[config.mk]
export PLATFORM = sky130hd
export DESIGN_NAME = tlpm_lookup
export DESIGN_NICKNAME = d
export VERILOG_FILES = /design/src/rtl/tlpm_pkg.sv /design/src/rtl/tlpm_entry_store.sv /design/src/rtl/tlpm_match_array.sv /design/src/rtl/tlpm_prio_select.sv /design/src/rtl/tlpm_lookup.sv
export SDC_FILE = /design/constraint.sdc
export NUM_CORES = 2
export LEC_CHECK = 0
export ABC_CLOCK_PERIOD_IN_PS = 8400
export CAP_MARGIN = 20
export CORE_UTILIZATION = 50
export DETAILED_ROUTE_END_ITERATION = 10
export DONT_BUFFER_PORTS = 1
export MAX_ROUTING_LAYER = met4
export PLACE_DENSITY_LB_ADDON = 0.15
export SETUP_SLACK_MARGIN = 0.5
export SYNTH_ARGS = -nofsm -noshare
export SYNTH_HDL_FRONTEND = slang
export SYNTH_SLANG_ARGS = --single-unit
export TNS_END_PERCENT = 20
[constraint.sdc]
create_clock -name clk -period 8.4 [get_ports clk]
set_input_delay 2.52 -clock clk [delete_from_list [all_inputs] [get_ports clk]]
set_output_delay 2.52 -clock clk [all_outputs]
set_load 0.005 [all_outputs]
[src/rtl/tlpm_pkg.sv]
// Shared defaults for the ternary longest-prefix lookup.
// Assumes: the top module copies these defaults into its parameters.
package tlpm_pkg;
    localparam int DEF_ADDR_W = 32;
    localparam int DEF_DEPTH  = 16;
    localparam int DEF_HOP_W  = 8;
endpackage

[src/rtl/tlpm_entry_store.sv]
// Route slot storage: valid flag, value, care mask and next hop for each slot.
// Assumes: one write per cycle. Value bits where the mask is 0 are stored as
// zero, so the compare logic never sees stray don't-care data.
module tlpm_entry_store #(
    parameter int DEPTH  = tlpm_pkg::DEF_DEPTH,
    parameter int ADDR_W = tlpm_pkg::DEF_ADDR_W,
    parameter int HOP_W  = tlpm_pkg::DEF_HOP_W,
    parameter int IDX_W  = $clog2(DEPTH)
) (
    input  logic              clk,
    input  logic              rst_n,
    input  logic              wr_en,
    input  logic [IDX_W-1:0]  wr_idx,
    input  logic              wr_valid,
    input  logic [ADDR_W-1:0] wr_value,
    input  logic [ADDR_W-1:0] wr_mask,
    input  logic [HOP_W-1:0]  wr_hop,
    output logic [DEPTH-1:0]  ent_valid,
    output logic [ADDR_W-1:0] ent_value [DEPTH],
    output logic [ADDR_W-1:0] ent_mask  [DEPTH],
    output logic [HOP_W-1:0]  ent_hop   [DEPTH]
);
    for (genvar s = 0; s < DEPTH; s++) begin : g_slot
        logic sel;
        assign sel = wr_en && (wr_idx == IDX_W'(s));

        // Load one slot on a write addressed to it; clear it on reset.
        always_ff @(posedge clk) begin
            if (!rst_n) begin
                ent_valid[s] <= 1'b0;
                ent_value[s] <= '0;
                ent_mask[s]  <= '0;
                ent_hop[s]   <= '0;
            end else if (sel) begin
                ent_valid[s] <= wr_valid;
                ent_value[s] <= wr_value & wr_mask;
                ent_mask[s]  <= wr_mask;
                ent_hop[s]   <= wr_hop;
            end
        end
    end

    // after a write, the addressed slot holds the requested valid state.
    assert_write_lands_R4: assert property (@(posedge clk) disable iff (!rst_n)
        wr_en |=> ent_valid[$past(wr_idx)] == $past(wr_valid));

    // the cycle after reset, no slot is valid.
    assert_reset_empty_R1: assert property (@(posedge clk)
        !rst_n |=> ent_valid == '0);
endmodule

[src/rtl/tlpm_match_array.sv]
// Compares the address against every slot at once.
// Assumes: stored value bits outside the mask are zero.
// Produces one hit bit per slot.
module tlpm_match_array #(
    parameter int DEPTH  = tlpm_pkg::DEF_DEPTH,
    parameter int ADDR_W = tlpm_pkg::DEF_ADDR_W
) (
    input  logic              clk,
    input  logic              rst_n,
    input  logic [ADDR_W-1:0] lk_addr,
    input  logic [DEPTH-1:0]  ent_valid,
    input  logic [ADDR_W-1:0] ent_value [DEPTH],
    input  logic [ADDR_W-1:0] ent_mask  [DEPTH],
    output logic [DEPTH-1:0]  hit
);
    for (genvar s = 0; s < DEPTH; s++) begin : g_cmp
        logic [ADDR_W-1:0] diff;
        // Bits that differ where the mask says to care.
        always_comb diff = (lk_addr ^ ent_value[s]) & ent_mask[s];
        // A slot hits when it is valid and no cared bit differs.
        always_comb hit[s] = ent_valid[s] && (diff == '0);
    end

    // an empty slot never reports a hit.
    assert_empty_no_hit_R4: assert property (@(posedge clk) disable iff (!rst_n)
        (hit & ~ent_valid) == '0);
endmodule

[src/rtl/tlpm_prio_select.sv]
// Picks the lowest-indexed hit as a one-hot grant.
// Assumes: a lower index means a longer prefix (higher priority).
module tlpm_prio_select #(
    parameter int DEPTH = tlpm_pkg::DEF_DEPTH
) (
    input  logic             clk,
    input  logic             rst_n,
    input  logic [DEPTH-1:0] hit,
    output logic [DEPTH-1:0] grant,
    output logic             any_hit
);
    // Scan from the top down so the lowest hit index is written last and wins.
    always_comb begin
        grant   = '0;
        any_hit = 1'b0;
        for (int i = DEPTH - 1; i >= 0; i--) begin
            if (hit[i]) begin
                grant    = '0;
                grant[i] = 1'b1;
                any_hit  = 1'b1;
            end
        end
    end

    // the grant equals the lowest set bit of the hit vector, computed here
    // by arithmetic rather than by scanning.
    assert_lowest_wins_R3: assert property (@(posedge clk) disable iff (!rst_n)
        grant == (hit & (~hit + {{(DEPTH-1){1'b0}}, 1'b1})));

    // at most one slot is granted.
    assert_single_grant_R3: assert property (@(posedge clk) disable iff (!rst_n)
        $onehot0(grant));
endmodule

[src/rtl/tlpm_lookup.sv]
// Top level of the ternary longest-prefix lookup. It ties together slot
// storage, the parallel compare, priority selection and a registered result.
// Assumes: routes are stored with the most specific prefix in the lowest slot.
// A write and a lookup in the same cycle see the old table.
module tlpm_lookup #(
    parameter int DEPTH  = tlpm_pkg::DEF_DEPTH,
    parameter int ADDR_W = tlpm_pkg::DEF_ADDR_W,
    parameter int HOP_W  = tlpm_pkg::DEF_HOP_W,
    localparam int IDX_W = $clog2(DEPTH)
) (
    input  logic              clk,
    input  logic              rst_n,
    input  logic              lk_valid,
    input  logic [ADDR_W-1:0] lk_addr,
    input  logic              wr_en,
    input  logic [IDX_W-1:0]  wr_idx,
    input  logic              wr_valid,
    input  logic [ADDR_W-1:0] wr_value,
    input  logic [ADDR_W-1:0] wr_mask,
    input  logic [HOP_W-1:0]  wr_hop,
    output logic              rs_valid,
    output logic              rs_hit,
    output logic [HOP_W-1:0]  rs_hop
);
    logic [DEPTH-1:0]  ent_valid;
    logic [ADDR_W-1:0] ent_value [DEPTH];
    logic [ADDR_W-1:0] ent_mask  [DEPTH];
    logic [HOP_W-1:0]  ent_hop   [DEPTH];
    logic [DEPTH-1:0]  hit;
    logic [DEPTH-1:0]  grant;
    logic              any_hit;
    logic [HOP_W-1:0]  sel_hop;
    logic [HOP_W-1:0]  hop_terms [DEPTH];

    tlpm_entry_store #(.DEPTH(DEPTH), .ADDR_W(ADDR_W), .HOP_W(HOP_W), .IDX_W(IDX_W)) u_store (
        .clk(clk), .rst_n(rst_n),
        .wr_en(wr_en), .wr_idx(wr_idx), .wr_valid(wr_valid),
        .wr_value(wr_value), .wr_mask(wr_mask), .wr_hop(wr_hop),
        .ent_valid(ent_valid), .ent_value(ent_value),
        .ent_mask(ent_mask), .ent_hop(ent_hop)
    );

    tlpm_match_array #(.DEPTH(DEPTH), .ADDR_W(ADDR_W)) u_match (
        .clk(clk), .rst_n(rst_n), .lk_addr(lk_addr),
        .ent_valid(ent_valid), .ent_value(ent_value),
        .ent_mask(ent_mask), .hit(hit)
    );

    tlpm_prio_select #(.DEPTH(DEPTH)) u_select (
        .clk(clk), .rst_n(rst_n), .hit(hit),
        .grant(grant), .any_hit(any_hit)
    );

    // Gate each slot's hop with its grant bit, ready for an AND-OR mux.
    for (genvar s = 0; s < DEPTH; s++) begin : g_hop
        always_comb hop_terms[s] = grant[s] ? ent_hop[s] : '0;
    end

    // OR the gated hops together; the one-hot grant leaves a single term.
    always_comb begin
        sel_hop = '0;
        for (int i = 0; i < DEPTH; i++) sel_hop = sel_hop | hop_terms[i];
    end

    // Register the lookup result; outputs stay zero when no lookup was made.
    always_ff @(posedge clk) begin
        if (!rst_n) begin
            rs_valid <= 1'b0;
            rs_hit   <= 1'b0;
            rs_hop   <= '0;
        end else begin
            rs_valid <= lk_valid;
            rs_hit   <= lk_valid && any_hit;
            rs_hop   <= (lk_valid && any_hit) ? sel_hop : '0;
        end
    end

    // a lookup yields a result in the next cycle.
    assert_result_follows_R6: assert property (@(posedge clk) disable iff (!rst_n)
        lk_valid |=> rs_valid);

    // no lookup means quiet outputs in the next cycle.
    assert_idle_quiet_R6: assert property (@(posedge clk) disable iff (!rst_n)
        !lk_valid |=> (!rs_valid && !rs_hit && rs_hop == '0));

    // a miss carries a zero hop.
    assert_miss_hop_zero_R5: assert property (@(posedge clk) disable iff (!rst_n)
        (rs_valid && !rs_hit) |-> rs_hop == '0);

    // a hit is only flagged alongside a result.
    assert_hit_with_valid_R5: assert property (@(posedge clk) disable iff (!rst_n)
        rs_hit |-> rs_valid);
endmodule

# --- Word level (Yosys, flattened, before mapping) ---
# Cells that the tools add are included.
totals:
  out_inout_bits: 10
  wordCells: 229
  reg_bits: 1178
op_classes:
  n_eq_ne: 15
  n_bitwise: 48
  n_mux: 48
  reduce_logical: 51
ops:
  columns: ["cell", "count"]
  rows:
  - ["AND 32 bit", 17]
  - ["zero test 32 bit", 16]
  - ["bitwise XOR 32 bit", 16]
  - ["2-to-1 mux 16 bit", 16]
  - ["2-to-1 mux 8 bit", 16]
  - ["bitwise OR 8 bit", 15]
  - ["logical AND 1 bit", 33]
  - ["== test 4 bit (second input constant)", 8]
  - ["== test 4 x 3 -> 1 bit (second input constant)", 4]
  - ["2-to-1 mux 1 bit", 16]
  - ["== test 4 x 2 -> 1 bit (second input constant)", 2]
  - ["== test 4 x 1 -> 1 bit (second input constant)", 1]
  - ["zero test 4 bit", 1]
  - ["AND reduction 2 bit", 1]

# --- Longest topological paths before layout ---
depth:
  ltp_word: 36
  ltp_mapped: 14

# --- Hierarchy ---
# Synthesis repeated with hierarchy kept, for this count alone.
unflattened:
  cells_unflattened: 4974
  area_unflattened_um2: 50196.9
modules_own_cells:
  columns: ["module", "n_inst", "area_each_um2", "seq_area_each_um2", "cells_each"]
  rows:
  - ["tlpm_entry_store", 1, 41522.3, 23382.4, 3934]
  - ["tlpm_match_array", 1, 7480.9, 0.0, 904]
  - ["tlpm_lookup", 1, 1002.2, 200.2, 109]
  - ["tlpm_prio_select", 1, 191.4, 0.0, 27]

# --- Worst setup path after synthesis ---
# Ideal clock, no wire load.
synth_timing:
  kind: "input -> register"
  start: "in lk_addr[23]"
  end: "reg rs_hop[1]"
  required_ps: 8280
  setup_time_ps: 120
  slack_ps: 3338
  arrival_time_ps: 4943
  path_buffers: 3
  path_stages: 13
  path_cell_list: "buf_2 -> xor2_1 -> a22oi_1 -> nand4_1 -> or3_1 -> buf_2 -> or2_4 -> buf_6 -> nand4b_4 -> inv_2 -> a221o_1 -> a311o_1 -> o31a_1"
synth_between:
  elab_chain_cells: 35
  word_cells_on_any_way: 129
synth_rtl:
  columns: ["item", "line", "rtl"]
  rows:
  - ["start: declaration", "tlpm_lookup.sv:14", "input logic [ADDR_W-1:0] lk_addr,"]
  - ["bitwise XOR 32 bit", "tlpm_match_array.sv:19", "always_comb diff = (lk_addr ^ ent_value[s]) & ent_mask[s];"]
  - ["AND 32 bit", "tlpm_match_array.sv:19", null]
  - ["zero test 32 bit", "tlpm_match_array.sv:21", "always_comb hit[s] = ent_valid[s] && (diff == '0);"]
  - ["logical AND 1 bit", "tlpm_match_array.sv:21", null]
  - ["2-to-1 mux 16 bit (15 in a row)", "tlpm_prio_select.sv:17", "if (hit[i]) begin"]
  - ["2-to-1 mux 8 bit", "tlpm_lookup.sv:56", "always_comb hop_terms[s] = grant[s] ? ent_hop[s] : '0;"]
  - ["bitwise OR 8 bit (15 in a row)", "tlpm_lookup.sv:62", "for (int i = 0; i < DEPTH; i++) sel_hop = sel_hop | hop_terms[i];"]
  - ["end signal: assignment", "tlpm_lookup.sv:74", "rs_hop <= (lk_valid && any_hit) ? sel_hop : '0;"]
  - ["end: declaration", "tlpm_lookup.sv:23", "output logic [HOP_W-1:0] rs_hop"]
# Several ways; a longest one is shown, not always the timed one.
# A chain may end at the register's enable or synchronous reset.

# --- Final worst setup path ---
layout_timing:
  start: "in lk_addr[10]"
  end: "reg rs_hop[1]"
# The elaborated chain is that of the path after synthesis.

==> metrics <==
status finished, violations left; violated checks slew limit; worst slew pin tran slightly above 3000 ps; GPL Wtd Cong roughly 0.9; core area 0.104 mm²; Routed Wire Length about 200000 µm; Min-Delay Endpoint u_store.ent_valid[9]; setup_tns 0 ps; Syn Inst Count between 6000 and 7000; Port Buffers 0; Wirelength per Cell 26.4 µm; gr ovfl total 0; nets@finish between 6000 and 7000; period utilization between 60% and 70%; Placed Cells 7262; post-synth top area cell dfxtp_1; Die Width ~330 µm; worst vdd ir approximately 210 µV; Total Routing Usage GR between 30% and 40%; post-CTS sizing 0; Worst-Skew Late Latency approximately 720 ps; RSZ-0062 raised after global routing no; # setup viols final 0; Hold WC Path Type flip-flop to flip-flop; syn_nets 6528; flop-to-flop setup slack around 4500 ps; fin cells 7494; synth warn 0; Clock Tree Buf Depth 3; CTS Hold Bufs 0; CP Launch Point lk_addr[10]; CTS tree built; max cap viols 0; Post-Syn Area 0.0523 mm²; Setup Fix Bufs, Post-CTS 0; antenna violations before repair 23; root buf cell clkbuf_16; largest net degree at the start of global routing between 1000 and 1500; top cell type's share of synthesized area a little under half; Post-synth EDFFs 0; share of cells above drive strength 1 4.98%; die area approximately 0.11 mm²; CTS H-Tree Depth 3; Initial Utilization 50.5%; synth top area cells dfxtp_1 45%, nand2_1 17%, a21boi_0 17%, xor2_1 8.6%, clkbuf_1 3.7%; CTS Buf Count ~120; via-per-instance ratio 5.86; CP max FO 16; drt drc 0; slew margin rel. -108%; Clk pin slew, worst setup/hold paths 60 ps; clock tree sinks ~1200; First DRT Iteration DRCs 6272; Layout area overhead 7.71%; area of the multi-input gates approximately 0.026 mm²; # fillers 9613; CP Capture Type flip-flop; first-pass GRT wire length roughly 280000 µm; fin. max-slew vios about 1100; IO Pins around 120; clk_skew between 20 and 25 ps; Worst R2R End rs_hop[1]; drt first pass iters 6; post-synth cell types between 50 and 60; Die Ht ~330 µm; Fin. Hold Viols 0; HPWL Detailed roughly 110000 µm; FF-to-FF Start u_store.ent_value[330]; PwrDens slightly above 200 mW/mm²; WP data required 8990 ps; Syn Area/Cell between 8 and 9 µm²; worst r2r path cells 10; Worst setup SP type input pin; hold_sp u_store.ent_valid[9]; register area 0.0236 mm²; Seq cells post-synth between 1000 and 1500; final antenna-violating net count 0; FP Rows roughly 120; vias in the first global route around 40000; fraction of registers with async set/reset 0%; routed via count 43900; P_leak 0.0197 µW; Period minus WS final ~5400 ps; post-synthesis sequential area ratio a little under half; Arrival @ worst endpoint around 6000 ps; hold path depth 2; CP Class input pin to flip-flop; predominant post-synthesis flop cell dfxtp_1; fmax ~190 MHz
worst max-delay path by stage:
| stage | cells past startpoint | end | slack, ps |
|---|---|---|---|
| after floorplan | 13 | rs_hop[1] | 3340 |
| after global placement | 11 | rs_hop[4] | 2450 |
| after detailed placement | 11 | rs_hop[1] | 2440 |
| after CTS | 11 | rs_hop[1] | 3170 |
| after global routing | 10 | rs_hop[2] | 2930 |
| final | 10 | rs_hop[1] | 3040 |
cell families after synthesis:
logic type      Yosys count  synth area share [%]
compound gates         1485                  21.6
buf+inv                 606                  4.80
xor+xnor                512                  8.57
flops                  1178                  45.1
simple gates           2634                  20.0
cells in the final DEF, fill, tap and decap left out, types with 5 or more instances in the layout:
cell type and instances:
nor3_1 15, a21oi_1 11, and2_2 7, and2_1 13
and2_0 20, buf_4 54, a221oi_1 27, nand4_1 62
a22o_1 27, inv_1 16, nor2_4 12, a22oi_1 170
a222oi_1 18, o31ai_1 6, clkinv_2 15, dfxtp_1 1178
nor2_1 28, a21boi_0 1168, and3_1 24, nand2_4 9
clkbuf_1 36, a311o_1 6, or3_1 5, a31oi_1 8
clkbuf_8 39, o221ai_1 6, diode_2 9, nand3_1 30
a41oi_1 8, nor3_2 8, clkbuf_16 124, xor2_1 512
nand2_2 6, nand2_1 2367
synthesized netlist by cell type (5+ instances only):
master and number:
nand2_1 2379, dfxtp_1 1178, a21boi_0 1168, clkbuf_1 517, xor2_1 512, a22oi_1 170
nand4_1 62, nor2_1 40, nand3_1 34, and2_0 32, buf_4 32, a221oi_1 27
a22o_1 27, buf_2 27, and3_1 24, nor3_1 19, a222oi_1 18, inv_1 16
a21oi_1 11, buf_6 11, a31oi_1 8, a41oi_1 8, and2_1 8, a311o_1 6
o221ai_1 6, o31ai_1 6, or3_1 5
through the flow:
| stage | hold WS [ps] | setup slack [ps] | util [%] | instance area, µm² | total power [µW] |
|---|---|---|---|---|---|
| after floorplan | 439 | 3340 | - | 52300 | 6280 |
| after global placement | 447 | 2450 | 50.4 | 52300 | 6300 |
| after detailed placement | 456 | 2440 | 50.5 | 52300 | 6300 |
| after CTS | 465 | 3170 | 54.3 | 56300 | 11700 |
| after global routing | 480 | 2930 | 54.4 | 56400 | 11900 |
| final | 466 | 3040 | 54.4 | 56400 | 11700 |
final cells by class:
cell class,instances,share of cell area [%]
flip-flops and latches,1178,41.8
clock buffers,199,6.70
repair buffers,58,0.852
well taps,1380,3.06
clock inverters,22,0.404
multi-input cells,4631,47.0
inverters,17,0.113
diodes,9,0.0400
sequential cells by signal, summed over array words and instances, names as in the netlist:
name and count:
u_store.ent_valid 16, u_store.ent_hop 128, rs_valid 1, rs_hop 8, rs_hit 1, u_store.ent_value 512
u_store.ent_mask 512
worst max-delay path: stages:
cell and delay [ps]:
xor2_1 130, a22oi_1 290, nand4_1 440, nor3_1 1000
nand2_1 250, nand2_2 200, nor4b_2 110, a221o_1 370
a311o_1 320, o31a_1 300
power breakdown:
part / switching, µW / internal, µW / total [µW]
combinational: 323 / 228 / 551
clock: 2290 / 3160 / 5450
sequential: 33.8 / 5640 / 5680
total: 2640 / 9030 / 11700
per-layer routing:
layer / GRT usage [%] / up-vias / wire length (µm)
li1: - / 20200 / -
met1: 50.7 / 21200 / 83200
met2: 55.2 / 2192 / 85700
met3: 7.15 / 366 / 21700
met4: 13.2 / 0 / 7520
met5: - / - / 0
Note: power is estimated with default switching activity, not from simulation.
